`config.mk`:
```
export PLATFORM = sky130hd
export DESIGN_NAME = exc_entry_ctrl
export DESIGN_NICKNAME = d
export VERILOG_FILES = /design/src/rtl/exc_pkg.sv /design/src/rtl/exc_prio_pick.sv /design/src/rtl/exc_target_map.sv /design/src/rtl/exc_status_gen.sv /design/src/rtl/exc_entry_ctrl.sv
export SDC_FILE = /design/constraint.sdc
export NUM_CORES = 1
export LEC_CHECK = 0
export ABC_AREA = 1
export BUFFER_PORTS_ARGS = -buffer_cell sky130_fd_sc_hd__buf_2
export CORE_MARGIN = 10
export CORE_UTILIZATION = 25
export DETAILED_ROUTE_END_ITERATION = 8
export PLACE_DENSITY_LB_ADDON = 0.05
export SLEW_MARGIN = 0
export SYNTH_ARGS = -nofsm -noshare
export SYNTH_HDL_FRONTEND = slang
export SYNTH_SLANG_ARGS = --single-unit
```
`constraint.sdc`:
```
create_clock -name clk -period 1.6 [get_ports clk]
set_clock_uncertainty 0.2 [all_clocks]
set_input_delay 0.16 -clock clk [delete_from_list [all_inputs] [get_ports clk]]
set_output_delay 0.16 -clock clk [all_outputs]
set_load 0.02 [all_outputs]
```
`src/rtl/exc_pkg.sv`:
```
package exc_pkg;
  localparam int STATUS_W = 32;
  localparam int MODE_W   = 5;
  localparam int NUM_KINDS = 7;
  localparam int KIND_W = $clog2(NUM_KINDS);

  // index order is priority order, 0 most urgent
  typedef enum logic [KIND_W-1:0] {
    EK_RESET = 3'd0,
    EK_DABT  = 3'd1,
    EK_FIQ   = 3'd2,
    EK_IRQ   = 3'd3,
    EK_PABT  = 3'd4,
    EK_UNDEF = 3'd5,
    EK_SWI   = 3'd6
  } exc_kind_e;

  localparam logic [MODE_W-1:0] MODE_USR = 5'b10000;
  localparam logic [MODE_W-1:0] MODE_FIQ = 5'b10001;
  localparam logic [MODE_W-1:0] MODE_IRQ = 5'b10010;
  localparam logic [MODE_W-1:0] MODE_SVC = 5'b10011;
  localparam logic [MODE_W-1:0] MODE_ABT = 5'b10111;
  localparam logic [MODE_W-1:0] MODE_UND = 5'b11011;
  localparam logic [MODE_W-1:0] MODE_SYS = 5'b11111;

  localparam int BIT_IMASK = 7;
  localparam int BIT_FMASK = 6;
  localparam int BIT_TSTATE = 5;
endpackage

```
`src/rtl/exc_prio_pick.sv`:
```
module exc_prio_pick #(
  parameter int N = 7,
  localparam int IW = (N > 1) ? $clog2(N) : 1
) (
  input  logic [N-1:0]  req,
  output logic [N-1:0]  grant,
  output logic [IW-1:0] idx,
  output logic          any
);
  logic [N-1:0] seen;  // seen[i]: some req at index below i

  assign seen[0] = 1'b0;
  genvar gi;
  generate
    for (gi = 1; gi < N; gi++) begin : g_seen
      assign seen[gi] = seen[gi-1] | req[gi-1];
    end
    for (gi = 0; gi < N; gi++) begin : g_grant
      assign grant[gi] = req[gi] & ~seen[gi];
    end
  endgenerate

  assign any = |req;

  always_comb begin
    idx = '0;
    for (int i = 0; i < N; i++) begin
      if (grant[i]) idx = IW'(i);
    end
  end
endmodule

```
`src/rtl/exc_target_map.sv`:
```
module exc_target_map
  import exc_pkg::*;
#(
  parameter int ADDR_W = 32,
  parameter logic [ADDR_W-1:0] VEC_BASE = '0
) (
  input  exc_kind_e           kind,
  output logic [MODE_W-1:0]   mode,
  output logic [ADDR_W-1:0]   vector
);
  logic [4:0] slot;  // vector word index

  always_comb begin
    case (kind)
      EK_RESET: begin mode = MODE_SVC; slot = 5'd0; end
      EK_UNDEF: begin mode = MODE_UND; slot = 5'd1; end
      EK_SWI:   begin mode = MODE_SVC; slot = 5'd2; end
      EK_PABT:  begin mode = MODE_ABT; slot = 5'd3; end
      EK_DABT:  begin mode = MODE_ABT; slot = 5'd4; end
      EK_IRQ:   begin mode = MODE_IRQ; slot = 5'd6; end
      EK_FIQ:   begin mode = MODE_FIQ; slot = 5'd7; end
      default:  begin mode = MODE_SVC; slot = 5'd0; end
    endcase
  end

  assign vector = VEC_BASE + ADDR_W'({slot, 2'b00});
endmodule

```
`src/rtl/exc_status_gen.sv`:
```
module exc_status_gen
  import exc_pkg::*;
(
  input  logic [STATUS_W-1:0] old_status,
  input  exc_kind_e           kind,
  input  logic [MODE_W-1:0]   mode,
  output logic [STATUS_W-1:0] new_status
);
  logic fmask_force;
  assign fmask_force = (kind == EK_FIQ) || (kind == EK_RESET);

  always_comb begin
    new_status = old_status;
    new_status[BIT_IMASK]  = 1'b1;
    new_status[BIT_FMASK]  = old_status[BIT_FMASK] | fmask_force;
    new_status[BIT_TSTATE] = 1'b0;
    new_status[MODE_W-1:0] = mode;
  end
endmodule

```
`src/rtl/exc_entry_ctrl.sv`:
```
module exc_entry_ctrl
  import exc_pkg::*;
#(
  parameter int ADDR_W = 32,
  parameter logic [ADDR_W-1:0] VEC_BASE = '0
) (
  input  logic                clk,
  input  logic                rst_n,
  input  logic                req_reset,
  input  logic                req_undef,
  input  logic                req_swi,
  input  logic                req_pabt,
  input  logic                req_dabt,
  input  logic                req_irq,
  input  logic                req_fiq,
  input  logic                insn_done,
  input  logic [STATUS_W-1:0] cur_status,
  input  logic [ADDR_W-1:0]   next_pc,
  input  logic                ret_req,
  input  logic [STATUS_W-1:0] saved_status,
  input  logic [ADDR_W-1:0]   ret_addr,
  output logic                entry_stb,
  output logic                ret_stb,
  output logic [MODE_W-1:0]   entry_mode,
  output logic                pc_we,
  output logic [ADDR_W-1:0]   pc_data,
  output logic                lr_we,
  output logic [ADDR_W-1:0]   lr_data,
  output logic                spsr_we,
  output logic [STATUS_W-1:0] spsr_data,
  output logic                cpsr_we,
  output logic [STATUS_W-1:0] cpsr_data
);
  logic [NUM_KINDS-1:0] elig;
  logic [NUM_KINDS-1:0] grant;
  logic [KIND_W-1:0]    win_idx;
  logic                 take;
  exc_kind_e            win_kind;
  logic [MODE_W-1:0]    win_mode;
  logic [ADDR_W-1:0]    win_vec;
  logic [STATUS_W-1:0]  win_status;
  logic                 ret_go;

  // eligibility: reset ignores instruction boundary and masks
  assign elig[EK_RESET] = req_reset;
  assign elig[EK_DABT]  = req_dabt  & insn_done;
  assign elig[EK_FIQ]   = req_fiq   & insn_done & ~cur_status[BIT_FMASK];
  assign elig[EK_IRQ]   = req_irq   & insn_done & ~cur_status[BIT_IMASK];
  assign elig[EK_PABT]  = req_pabt  & insn_done;
  assign elig[EK_UNDEF] = req_undef & insn_done;
  assign elig[EK_SWI]   = req_swi   & insn_done;

  exc_prio_pick #(.N(NUM_KINDS)) u_pick (
    .req(elig), .grant(grant), .idx(win_idx), .any(take)
  );

  assign win_kind = exc_kind_e'(win_idx);

  exc_target_map #(.ADDR_W(ADDR_W), .VEC_BASE(VEC_BASE)) u_map (
    .kind(win_kind), .mode(win_mode), .vector(win_vec)
  );

  exc_status_gen u_stat (
    .old_status(cur_status), .kind(win_kind), .mode(win_mode),
    .new_status(win_status)
  );

  assign ret_go = ret_req & insn_done & ~take;

  // a single winner at most
  always_comb begin
    assert_one_winner_R3: assert ($onehot0(grant));
  end

  always_ff @(posedge clk or negedge rst_n) begin
    if (!rst_n) begin
      entry_stb  <= 1'b0;
      ret_stb    <= 1'b0;
      entry_mode <= MODE_SVC;
      pc_we      <= 1'b0;
      pc_data    <= '0;
      lr_we      <= 1'b0;
      lr_data    <= '0;
      spsr_we    <= 1'b0;
      spsr_data  <= '0;
      cpsr_we    <= 1'b0;
      cpsr_data  <= '0;
    end else begin
      entry_stb  <= take;
      ret_stb    <= ret_go;
      entry_mode <= win_mode;
      pc_we      <= take | ret_go;
      pc_data    <= take ? win_vec : ret_addr;
      lr_we      <= take & ~grant[EK_RESET];
      lr_data    <= next_pc;
      spsr_we    <= take & ~grant[EK_RESET];
      spsr_data  <= cur_status;
      cpsr_we    <= take | ret_go;
      cpsr_data  <= take ? win_status : saved_status;
    end
  end

  // interrupt entries only when unmasked at sampling time
  assert_irq_mask_R4: assert property (@(posedge clk) disable iff (!rst_n)
    (entry_stb && entry_mode == MODE_IRQ) |-> !$past(cur_status[BIT_IMASK]));
  assert_fiq_mask_R4: assert property (@(posedge clk) disable iff (!rst_n)
    (entry_stb && entry_mode == MODE_FIQ) |-> !$past(cur_status[BIT_FMASK]));

  // only reset may enter mid-instruction
  assert_wait_insn_R8: assert property (@(posedge clk) disable iff (!rst_n)
    (entry_stb && !$past(req_reset)) |-> $past(insn_done));

  // link value is the sampled following address
  assert_link_value_R5: assert property (@(posedge clk) disable iff (!rst_n)
    lr_we |-> (entry_stb && lr_data == $past(next_pc)));

  // saved status is the sampled live word
  assert_saved_value_R6: assert property (@(posedge clk) disable iff (!rst_n)
    spsr_we |-> (entry_stb && spsr_data == $past(cur_status)));

  // entry status word shape
  assert_entry_status_R7: assert property (@(posedge clk) disable iff (!rst_n)
    entry_stb |-> (cpsr_we && cpsr_data[BIT_IMASK] && !cpsr_data[BIT_TSTATE]
                   && cpsr_data[MODE_W-1:0] == entry_mode));

  // return and entry never in the same cycle; return writes both together
  assert_ret_excl_R9: assert property (@(posedge clk) disable iff (!rst_n)
    $onehot0({entry_stb, ret_stb}));
  assert_ret_pair_R9: assert property (@(posedge clk) disable iff (!rst_n)
    ret_stb |-> (pc_we && cpsr_we && !lr_we && !spsr_we));
endmodule

```
==> results of run 1 <==
## layout by cell type, fill, tap and decap left out
cell type,count
sky130_fd_sc_hd__inv_2,3
sky130_fd_sc_hd__inv_4,1
sky130_fd_sc_hd__nor2_1,44
sky130_fd_sc_hd__inv_1,37
sky130_fd_sc_hd__dlygate4sd3_1,138
sky130_fd_sc_hd__nand2_8,1
sky130_fd_sc_hd__buf_8,2
sky130_fd_sc_hd__a21oi_1,2
sky130_fd_sc_hd__o21ai_0,1
sky130_fd_sc_hd__bufinv_16,3
sky130_fd_sc_hd__nand2_4,2
sky130_fd_sc_hd__conb_1,1
sky130_fd_sc_hd__clkbuf_8,1
sky130_fd_sc_hd__clkinv_2,3
sky130_fd_sc_hd__inv_6,3
sky130_fd_sc_hd__or2_2,1
sky130_fd_sc_hd__nand2_2,2
sky130_fd_sc_hd__nor2_2,1
sky130_fd_sc_hd__buf_2,274
sky130_fd_sc_hd__dfrtp_1,134
sky130_fd_sc_hd__nand3_4,1
sky130_fd_sc_hd__buf_6,1
sky130_fd_sc_hd__nor2_4,3
sky130_fd_sc_hd__nand2_1,93
sky130_fd_sc_hd__buf_12,6
sky130_fd_sc_hd__clkinv_4,2
sky130_fd_sc_hd__dfstp_2,2
sky130_fd_sc_hd__or2_1,1
sky130_fd_sc_hd__nand3_2,1
sky130_fd_sc_hd__o211ai_1,1
sky130_fd_sc_hd__buf_4,3
sky130_fd_sc_hd__clkinvlp_4,3
sky130_fd_sc_hd__clkbuf_16,20
sky130_fd_sc_hd__nand3_1,3
## flip-flops by register name (all words and copies together) (netlist names)
name,count
pc_we,1
entry_mode,4
spsr_we,1
lr_data,32
spsr_data,32
cpsr_data,32
pc_data,32
ret_stb,1
entry_stb,1
## worst max path at each step
stage / end / slack [ns] / cells after the start / from
after global routing: cpsr_data[7]$_DFF_PN0_ / 0.002 / 9 / cur_status[7]
after CTS: cpsr_data[25]$_DFF_PN0_ / 0.07 / 10 / cur_status[7]
after global placement: cpsr_data[13]$_DFF_PN0_ / 0.14 / 8 / insn_done
final: cpsr_data[7]$_DFF_PN0_ / 0.07 / 8 / req_irq
after detailed placement: cpsr_data[25]$_DFF_PN0_ / 0.12 / 8 / insn_done
after floorplan: cpsr_data[7]$_DFF_PN0_ / 0.32 / 7 / insn_done
## layout make-up
type,instances,share of cell area
Clock buffer,18,0.0539
Tap cell,220,0.0338
Timing Repair Buffer,427,0.370
Multi-Input combinational cell,158,0.0847
Clock inverter,14,0.0210
Sequential cell,136,0.418
Inverter,41,0.0192
## stage by stage
stage                     cells  hold slack [ns]  total power, mW
after floorplan             348           -0.336             4.17
after global placement      841          -0.0849             4.72
after detailed placement    841          -0.0815             4.72
after CTS                  1011          0.00366             9.07
after global routing       1014           0.0325             9.40
final                      1014           0.0202             8.97
## metal layers
| layer | part of all wire | GRT usage | vias to the layer above |
|---|---|---|---|
| li1 | - | - | 1893 |
| met1 | 0.37 | 0.148 | 1795 |
| met2 | 0.51 | 0.236 | 175 |
| met3 | 0.11 | 0.0650 | 12 |
| met4 | 0.0092 | 0.0390 | 0 |
| met5 | 0 | 0 | - |
## critical path, cell delays in order
cell and delay, ns:
sky130_fd_sc_hd__dlygate4sd3_1 0.53, sky130_fd_sc_hd__buf_2 0.13, sky130_fd_sc_hd__nand3_4 0.10, sky130_fd_sc_hd__nand2_2 0.07, sky130_fd_sc_hd__nor2_4 0.16, sky130_fd_sc_hd__nand2_8 0.11, sky130_fd_sc_hd__buf_12 0.16, sky130_fd_sc_hd__or2_1 0.20
## kinds of logic (layout without fill, tap and decap cells)
family / Yosys count / count (layout)
buf+inv: 54 / 500
flops: 136 / 136
simple gates: 153 / 153
other cells: 1 / 1
compound gates: 4 / 4
## power by group
part | internal (mW) | total [mW] | leakage (nW) | switching [mW]
logic | 0.591 | 1.28 | 2.47 | 0.694
registers | 3.63 | 3.67 | 1.65 | 0.0477
clock network | 2.50 | 4.01 | 0.293 | 1.51
total | 6.72 | 8.97 | 4.41 | 2.25
## repair_timing
| item | CTS | global route |
|---|---|---|
| buffers inserted | 0 | 1 |
| hold buffers | 138 | 0 |
| gates resized for setup | 0 | 16 |
| endpoints found under the setup margin | 0 | 37 |
| hold endpoints to repair | 270 | 0 |
==> out/qor_table.md, run 1 <==
| Item | This run |
|:---|:---|
| Pre-CTS WS | 0.125 ns |
| Type of the worst setup path | primary input to register |
| Data arrival at the endpoint of the critical path | 1.62 ns |
| Total global routing overflow | 0 |
| FFs w/ async S/R, synth | 1.00 |
| Remaining design rule violation count | 0 |
| ANT nets after route | 0 |
| Critical path fanouts, max | 8 |
| Sequential cell area in the final layout | 3410 um^2 |
| Starting density of the core | 0.257 |
| Post-synth EDFFs | 0 |
| Data required time at the worst endpoint | 1.69 ns |
| Final weighted congestion of routability-driven global placement | 0.772 |
| Synth top cells by count | 134 x sky130_fd_sc_hd__dfrtp_1, 94 x sky130_fd_sc_hd__nand2_1, 45 x sky130_fd_sc_hd__nor2_1, 39 x sky130_fd_sc_hd__inv_1 |
| Synth Area per Inst | 12.4 um^2 |
| I/O pins | 278 |
| CORE AREA | 16800 um^2 |
| Worst-case setup margin in the final layout | 0.0734 ns |
| Area share of fa/ha/maj cells after synthesis | 0 |
| Maximum number of pins on one net before global-route repair | 41 |
| Maximum clock frequency | 0.655 GHz |
| Count of cell types in the netlist | 20 |
| Static Leakage | 4.41 nW |
| CTS tree | yes |
| RSZ-0062 raised after global routing | no |
| Number of DRC markers in iteration 0 | 107 |
| Total wirelength of the detailed-routed design | 16300 um |
| Area used by multi-input combinational logic | 691 um^2 |
| Num rows | 47 |
| Synthesized net count | 487 |
| Routed vias | 3875 |
| Final worst path period need | 1.53 ns |
| PwrDens | 1100 nW/um^2 |
| Max VDD drop | 0.685 mV |
| Min-Delay Path Class | primary input to register |
| Port buffer count | 276 |
| Final count of hold timing violations | 0 |
| Area share of the largest cell type after synthesis | 0.778 |
| H-tree levels | 4 |
| Number of max-cap violations | 0 |
| Post-synthesis cell count | 348 |
| Most used flip-flop cell after synthesis | sky130_fd_sc_hd__dfrtp_1 |
| Die extent in x | 151 um |
| Share of the synthesized netlist area taken by xor and xnor gates | 0 |
| Wire length of the first global-routing pass | 24100 um |
| Synth area leader | sky130_fd_sc_hd__dfrtp_1 |
| Routed len/inst | 16.0 um |
| Fraction of final layout cells sized beyond drive strength 1 | 0.427 |
| Cell at the root of the clock tree | sky130_fd_sc_hd__clkbuf_16 |
| Final setup fails | 0 |
| Initial antenna violation count | 0 |
| Number of cells on the worst hold path | 4 |
| Ant. Diodes | 0 |
| Overall die area | 22900 um^2 |
| Portion of the clock cycle consumed by the worst path in the final layout | 0.954 |
| Layout Utilization | 0.486 |
| Capture endpoint of the worst hold path | entry_mode[0]$_DFF_PN1_ |
| Per-cell via count in the routed design | 3.82 |
| Sequential share of the synthesized area | 0.791 |
| Number of synthesized register bits | 136 |
| Drt pass-1 iters | 4 |
| Final layout net count | 920 |
| Final HPWL from detailed placement | 12000 um |
| Biggest area contributors in the synthesized netlist | sky130_fd_sc_hd__dfrtp_1 78%, sky130_fd_sc_hd__nand2_1 8.2%, sky130_fd_sc_hd__nor2_1 3.9% |
| Kind of launch point of the worst setup path | primary input |
| Die H | 151 um |
| Compound-gate portion of the synthesized area | 0.00523 |
| Overall fraction of global-route tracks in use | 0.138 |
| Library cell with the highest instance count after synthesis | sky130_fd_sc_hd__dfrtp_1 |
| Clock transition at path regs | 0.06 ns |
| Placed standard-cell area | 6020 um^2 |
| Vias in the first global route | 4407 |
| Category of the worst setup path capture point | register |
| Synth warnings | 0 |
| Largest family of logic cells by synthesized area | simple AND/OR/NAND/NOR gates |
| Longest Clk Path Bufs | 2 |
| Source of the worst hold timing path | insn_done |
| Post-synthesis instance area | 4310 um^2 |
| Outcome | complete, no violations |
| Post-Synth Simple-Gate Area | 0.143 |
| Final Max Tran Viols | 0 |
| CTS sink count | 136 |
| Area growth from synthesis to layout | 89.2% |
| Final standard cell area without fillers | 8150 um^2 |
| Number of fillers in the final layout | 1563 |
| TritonCTS buffer count | 17 |
| Mux share of post-synthesis cell area | 0 |
| Total negative setup slack | 0 ns |
(Power assumes the default switching activity.)
==> run 2, diff against run 1 <==
ABC_AREA = unset   (was 1)
==> out/qor_table.md, run 2 <==
| Item | This run |
|:---|:---|
| CORE AREA | 17200 um^2 |
| Total global routing overflow | 0 |
| Longest Clk Path Bufs | 2 |
| FFs w/ async S/R, synth | 1.00 |
| Final worst path period need | 1.52 ns |
| Ant. Diodes | 0 |
| Starting density of the core | 0.253 |
| Routed vias | 3618 |
| Critical Path Start | req_reset |
| Area growth from synthesis to layout | 86.6% |
| TritonCTS buffer count | 17 |
| Final HPWL from detailed placement | 11300 um |
| Wire length of the first global-routing pass | 22500 um |
| Pre-CTS WS | -0.296 ns |
| Type of the worst setup path | primary input to register |
| Final hold slack | 0.0192 ns |
| Synth area leader | sky130_fd_sc_hd__dfrtp_1 |
| Vias in the first global route | 4104 |
| Most used flip-flop cell after synthesis | sky130_fd_sc_hd__dfrtp_1 |
| Maximum clock frequency | 0.656 GHz |
| Final standard cell area without fillers | 8100 um^2 |
| Die extent in x | 152 um |
| Outcome | complete, no violations |
| Biggest area contributors in the synthesized netlist | sky130_fd_sc_hd__dfrtp_1 77%, sky130_fd_sc_hd__mux2_4 8.0%, sky130_fd_sc_hd__and2_1 4.3% |
| Max VDD drop | 0.745 mV |
| Cell at the root of the clock tree | sky130_fd_sc_hd__clkbuf_16 |
| Routed len/inst | 16.3 um |
| Static Leakage | 4.14 nW |
| H-tree levels | 4 |
| Final weighted congestion of routability-driven global placement | 0.799 |
| Num rows | 48 |
| Number of DRC markers in iteration 0 | 87 |
| Portion of the clock cycle consumed by the worst path in the final layout | 0.953 |
| Area share of the largest cell type after synthesis | 0.773 |
| Number of max-cap violations | 0 |
| CTS sink count | 136 |
| Synth Area per Inst | 17.7 um^2 |
| Kind of launch point of the worst setup path | primary input |
| CTS tree | yes |
| Post-synthesis cell count | 245 |
| Fraction of final layout cells sized beyond drive strength 1 | 0.516 |
| Cell type of the slowest stage on the worst timing path | sky130_fd_sc_hd__dlygate4sd3_1 |
| Stages on worst setup path | 5 |
| Crit path max-delay family | buffers and inverters |
| Final setup fails | 0 |
| PwrDens | 1080 nW/um^2 |
| Die H | 152 um |
| Post-synth EDFFs | 0 |
| Port buffer count | 276 |
| Total wirelength of the detailed-routed design | 15200 um |
| Remaining design rule violation count | 0 |
| Final Max Tran Viols | 0 |
| Sequential share of the synthesized area | 0.785 |
| Sum of internal, switching and leakage power | 8.70 mW |
| Overall die area | 23000 um^2 |
| Synth top cells by count | 134 x sky130_fd_sc_hd__dfrtp_1, 30 x sky130_fd_sc_hd__and2_1, 23 x sky130_fd_sc_hd__mux2_4, 7 x sky130_fd_sc_hd__nor2_1 |
| Number of synthesized register bits | 136 |
| Largest stage delay, worst path | 0.53 ns |
| Data required time at the worst endpoint | 1.69 ns |
| Critical path fanouts, max | 33 |
| Final layout net count | 834 |
| Synth warnings | 0 |
| Worst-path cell chain | dlygate4sd3_1 -> buf_2 -> nor2b_4 -> buf_12 -> mux2_2 |
| Initial antenna violation count | 0 |
| Maximum number of pins on one net before global-route repair | 38 |
| Library cell with the highest instance count after synthesis | sky130_fd_sc_hd__dfrtp_1 |
| Final count of hold timing violations | 0 |
| Per-cell via count in the routed design | 3.88 |
| RSZ-0062 raised after global routing | no |
| Drt pass-1 iters | 4 |
| Critical path buffer and inverter count | 3 |
| Placed standard-cell area | 6120 um^2 |
| Worst-case setup margin in the final layout | 0.0758 ns |
| Overall fraction of global-route tracks in use | 0.130 |
| Min-Delay Path Class | primary input to asynchronous set/reset pin |
| Data arrival at the endpoint of the critical path | 1.61 ns |
| Post-synthesis instance area | 4340 um^2 |
| Number of fillers in the final layout | 1595 |
| Synthesized net count | 384 |
| Clock transition at path regs | 0.06 ns |
| Most frequent cells in the layout | 275 x sky130_fd_sc_hd__buf_2, 139 x sky130_fd_sc_hd__dlygate4sd3_1, 134 x sky130_fd_sc_hd__dfrtp_1, 30 x sky130_fd_sc_hd__and2_1, 24 x sky130_fd_sc_hd__buf_4 |
| I/O pins | 278 |
| Most frequent standard cell in the layout excluding fill and tap cells | sky130_fd_sc_hd__buf_2 |
| Count of cell types in the netlist | 34 |
| Category of the worst setup path capture point | register |
| ANT nets after route | 0 |
| Setup fix buffers added after clock tree synthesis | 0 |
-- run 2: cell count changes after synthesis, moves of 4 or more --
cell and delta:
sky130_fd_sc_hd__nand2_1 -90, sky130_fd_sc_hd__nor2_1 -38, sky130_fd_sc_hd__inv_1 -37, sky130_fd_sc_hd__and2_1 +30
sky130_fd_sc_hd__mux2_4 +23, sky130_fd_sc_hd__buf_2 -4, sky130_fd_sc_hd__buf_6 -4, sky130_fd_sc_hd__nand2b_1 +4
-- run 2: cells by family (layout without fill, tap and decap cells) --
kind of cell           Yosys count  count (layout)  synth area share
other                            1               1          0.000864
DFF                            136             136             0.785
buffers and inverters           13             476            0.0277
AOI/OAI and AO/OA               16              16            0.0254
muxes                           24              24            0.0822
and+or+nand+nor                 55              55            0.0787
-- run 2: where the power goes --
part           leakage [nW]  switching (mW)  total, mW  internal, mW
clock network         0.280            1.49       3.78          2.30
logic                  2.22           0.625       1.25         0.629
registers              1.64          0.0427       3.67          3.62
total                  4.14            2.16       8.70          6.55
-- run 2: how the worst max path moves through the flow --
| stage | to |
|---|---|
| floorplan | cpsr_data[10]$_DFF_PN0_ |
| global route | cpsr_data[3]$_DFF_PN0_ |
| global placement | cpsr_data[31]$_DFF_PN0_ |
| CTS | pc_data[3]$_DFF_PN0_ |
| finish | cpsr_data[31]$_DFF_PN0_ |
| detailed placement | cpsr_data[31]$_DFF_PN0_ |
-- run 2: cell type report --
class / count / area, um^2 / share of cell area
sequential: 136 / 3410 / 0.421
timing repair buffer: 441 / 3000 / 0.370
multi-input combinational: 96 / 821 / 0.101
clock buffer: 17 / 425 / 0.0526
tap: 225 / 282 / 0.0348
clock inverter: 15 / 151 / 0.0187
inverter: 3 / 11.3 / 0.00139
-- run 2: what timing repair did --
| item | CTS | global route |
|---|---|---|
| hold endpoints to repair | 267 | 0 |
| gates resized for setup | 0 | 3 |
| hold buffers | 140 | 0 |
| endpoints found under the setup margin | 0 | 4 |
-- run 2: metal layers --
| metal | up-vias | part of all wire | GRT usage |
|---|---|---|---|
| met5 | - | 0 | 0 |
| met4 | 0 | 0.017 | 0.0510 |
| met3 | 19 | 0.11 | 0.0564 |
| met2 | 155 | 0.53 | 0.229 |
| met1 | 1741 | 0.34 | 0.133 |
| li1 | 1703 | - | - |
-- run 2: metrics by stage --
step / TNS [ns] / std cells / util
2_1_floorplan: -1.01 / 245 / -
3_3_place_gp: -8.85 / 762 / 0.356
3_5_place_dp: -11.43 / 762 / 0.356
4_1_cts: 0 / 934 / 0.471
5_1_grt: 0 / 933 / 0.471
6_report: 0 / 933 / 0.471
==> run 3, diff against run 2 <==
==> constraint.sdc (replaced) <==
create_clock -name clk -period 1.5 [get_ports clk]
set_clock_uncertainty 0.2 [all_clocks]
set_input_delay 0.225 -clock clk [delete_from_list [all_inputs] [get_ports clk]]
set_output_delay 0.225 -clock clk [all_outputs]
set_load 0.02 [all_outputs]
==> out/qor_table.md, run 3 (synthesized netlist as in run 2, its figures left out) <==
| Item | This run |
|:---|:---|
| Overall fraction of global-route tracks in use | 0.127 |
| Violations in the final reports | negative setup slack |
| PwrDens | 1130 nW/um^2 |
| Overall die area | 23000 um^2 |
| Type of the worst setup path | primary input to register |
| Data required time at the worst endpoint | 1.58 ns |
| Total wirelength of the detailed-routed design | 15300 um |
| Critical path fanouts, max | 5 |
| Most frequent standard cell in the layout excluding fill and tap cells | sky130_fd_sc_hd__buf_2 |
| Wire length of the first global-routing pass | 22200 um |
| CTS sink count | 136 |
| Capture endpoint of the worst hold path | pc_we$_DFF_PN0_ |
| Initial antenna violation count | 0 |
| Maximum clock frequency | 0.653 GHz |
| Starting density of the core | 0.253 |
| Final weighted congestion of routability-driven global placement | 0.739 |
| Number of placed cells counting well taps | 760 |
| Total global routing overflow | 0 |
| RSZ-0062 raised after global routing | yes |
| Category of the worst setup path capture point | register |
| Clock transition at path regs | 0.06 ns |
| Worst-case setup margin in the final layout | -0.0320 ns |
| Final count of hold timing violations | 0 |
| Die H | 152 um |
| Remaining design rule violation count | 0 |
| Outcome | complete, but fails checks |
| Kind of launch point of the worst setup path | primary input |
| Number of max-cap violations | 0 |
| Final setup fails | 21 |
| Static Leakage | 4.22 nW |
| Portion of the clock cycle consumed by the worst path in the final layout | 1.02 |
| Final layout net count | 839 |
| Number of DRC markers in iteration 0 | 68 |
| Per-cell via count in the routed design | 3.80 |
| Ant. Diodes | 0 |
| Final HPWL from detailed placement | 11000 um |
| Routed len/inst | 16.3 um |
| I/O pins | 278 |
| Port buffer count | 276 |
| Vias in the first global route | 4091 |
| Num rows | 48 |
| Fraction of final layout cells sized beyond drive strength 1 | 0.520 |
| Final Max Tran Viols | 0 |
| Number of cells on the worst hold path | 4 |
| Data arrival at the endpoint of the critical path | 1.61 ns |
| Sum of internal, switching and leakage power | 9.32 mW |
| Maximum number of pins on one net before global-route repair | 38 |
| TritonCTS buffer count | 17 |
| H-tree levels | 4 |
| CORE AREA | 17200 um^2 |
| Final worst path period need | 1.53 ns |
| Pre-CTS WS | -0.430 ns |
| Area growth from synthesis to layout | 90.8% |
| Cell at the root of the clock tree | sky130_fd_sc_hd__clkbuf_16 |
| Longest Clk Path Bufs | 2 |
| ANT nets after route | 0 |
| Source of the worst hold timing path | insn_done |
| Drt pass-1 iters | 4 |
| Routed vias | 3568 |
| Non-filler cells, final | 938 |
| Min-Delay Path Class | primary input to register |
| Die extent in x | 152 um |
| Most frequent cells in the layout | 271 x sky130_fd_sc_hd__buf_2, 134 x sky130_fd_sc_hd__dfrtp_1, 134 x sky130_fd_sc_hd__dlygate4sd3_1, 30 x sky130_fd_sc_hd__and2_1, 24 x sky130_fd_sc_hd__mux2_4 |
| Max VDD drop | 0.694 mV |
| CTS tree | yes |
[run 3: layout make-up]
| type | count | area (um^2) |
|---|---|---|
| clock buffer | 21 | 450 |
| clock inverter | 11 | 124 |
| fill | 1574 | 8900 |
| inverter | 3 | 13.8 |
| multi-input combinational | 96 | 818 |
| sequential | 136 | 3410 |
| tap | 225 | 282 |
| timing repair buffer | 446 | 3180 |
[run 3: through the flow]
step                hold slack (ns)  area, um^2  utilization  TNS, ns
floorplan                    -0.271        4340            -    -6.86
global placement            -0.0628        6140        0.358   -19.69
detailed placement          -0.0674        6140        0.358   -19.82
CTS                         0.00134        8070        0.470        0
global route                 0.0303        8280        0.482    -1.09
finish                       0.0205        8280        0.482   -0.442
[run 3: timing repair]
action | CTS | global route
hold buffers | 134 | 0
gates cloned | 0 | 5
endpoints found under the hold margin | 267 | 0
endpoints found under the setup margin | 3 | 42
resized for setup | 3 | 10
buffers inserted | 0 | 7
pin swaps | 0 | 2
[run 3: power by group]
part / switching (mW) / total, mW / internal (mW) / leakage [nW]
combinational: 0.680 / 1.40 / 0.721 / 2.31
sequential: 0.0446 / 3.91 / 3.86 / 1.64
clock: 1.52 / 4.01 / 2.49 / 0.273
total: 2.24 / 9.32 / 7.08 / 4.22
[run 3: critical path: stages]
cell                      delay (ns)
sky130_fd_sc_hd__buf_6          0.10
sky130_fd_sc_hd__nor4_4         0.28
sky130_fd_sc_hd__a31o_1         0.21
sky130_fd_sc_hd__nor2b_4        0.21
sky130_fd_sc_hd__buf_6          0.15
sky130_fd_sc_hd__buf_12         0.13
sky130_fd_sc_hd__mux2_4         0.30
[run 3: layer usage]
layer / global-route usage / up-vias / part of all wire
met5: 0 / - / 0
met4: 0.0372 / 0 / 0.0081
met1: 0.130 / 1730 / 0.36
met2: 0.234 / 126 / 0.55
met3: 0.0466 / 6 / 0.080
li1: - / 1706 / -
[run 3: worst max path at each step]
stage / cells past startpoint / slack, ns / endpoint / from
4_1_cts: 1 / 0.002 / entry_mode[0] / entry_mode[0]$_DFF_PN1_
3_3_place_gp: 6 / -0.43 / cpsr_data[31]$_DFF_PN0_ / req_dabt
6_report: 7 / -0.03 / cpsr_data[25]$_DFF_PN0_ / req_pabt
5_1_grt: 7 / -0.06 / cpsr_data[25]$_DFF_PN0_ / req_pabt
2_1_floorplan: 6 / -0.21 / cpsr_data[10]$_DFF_PN0_ / req_dabt
3_5_place_dp: 6 / -0.43 / cpsr_data[31]$_DFF_PN0_ / req_dabt
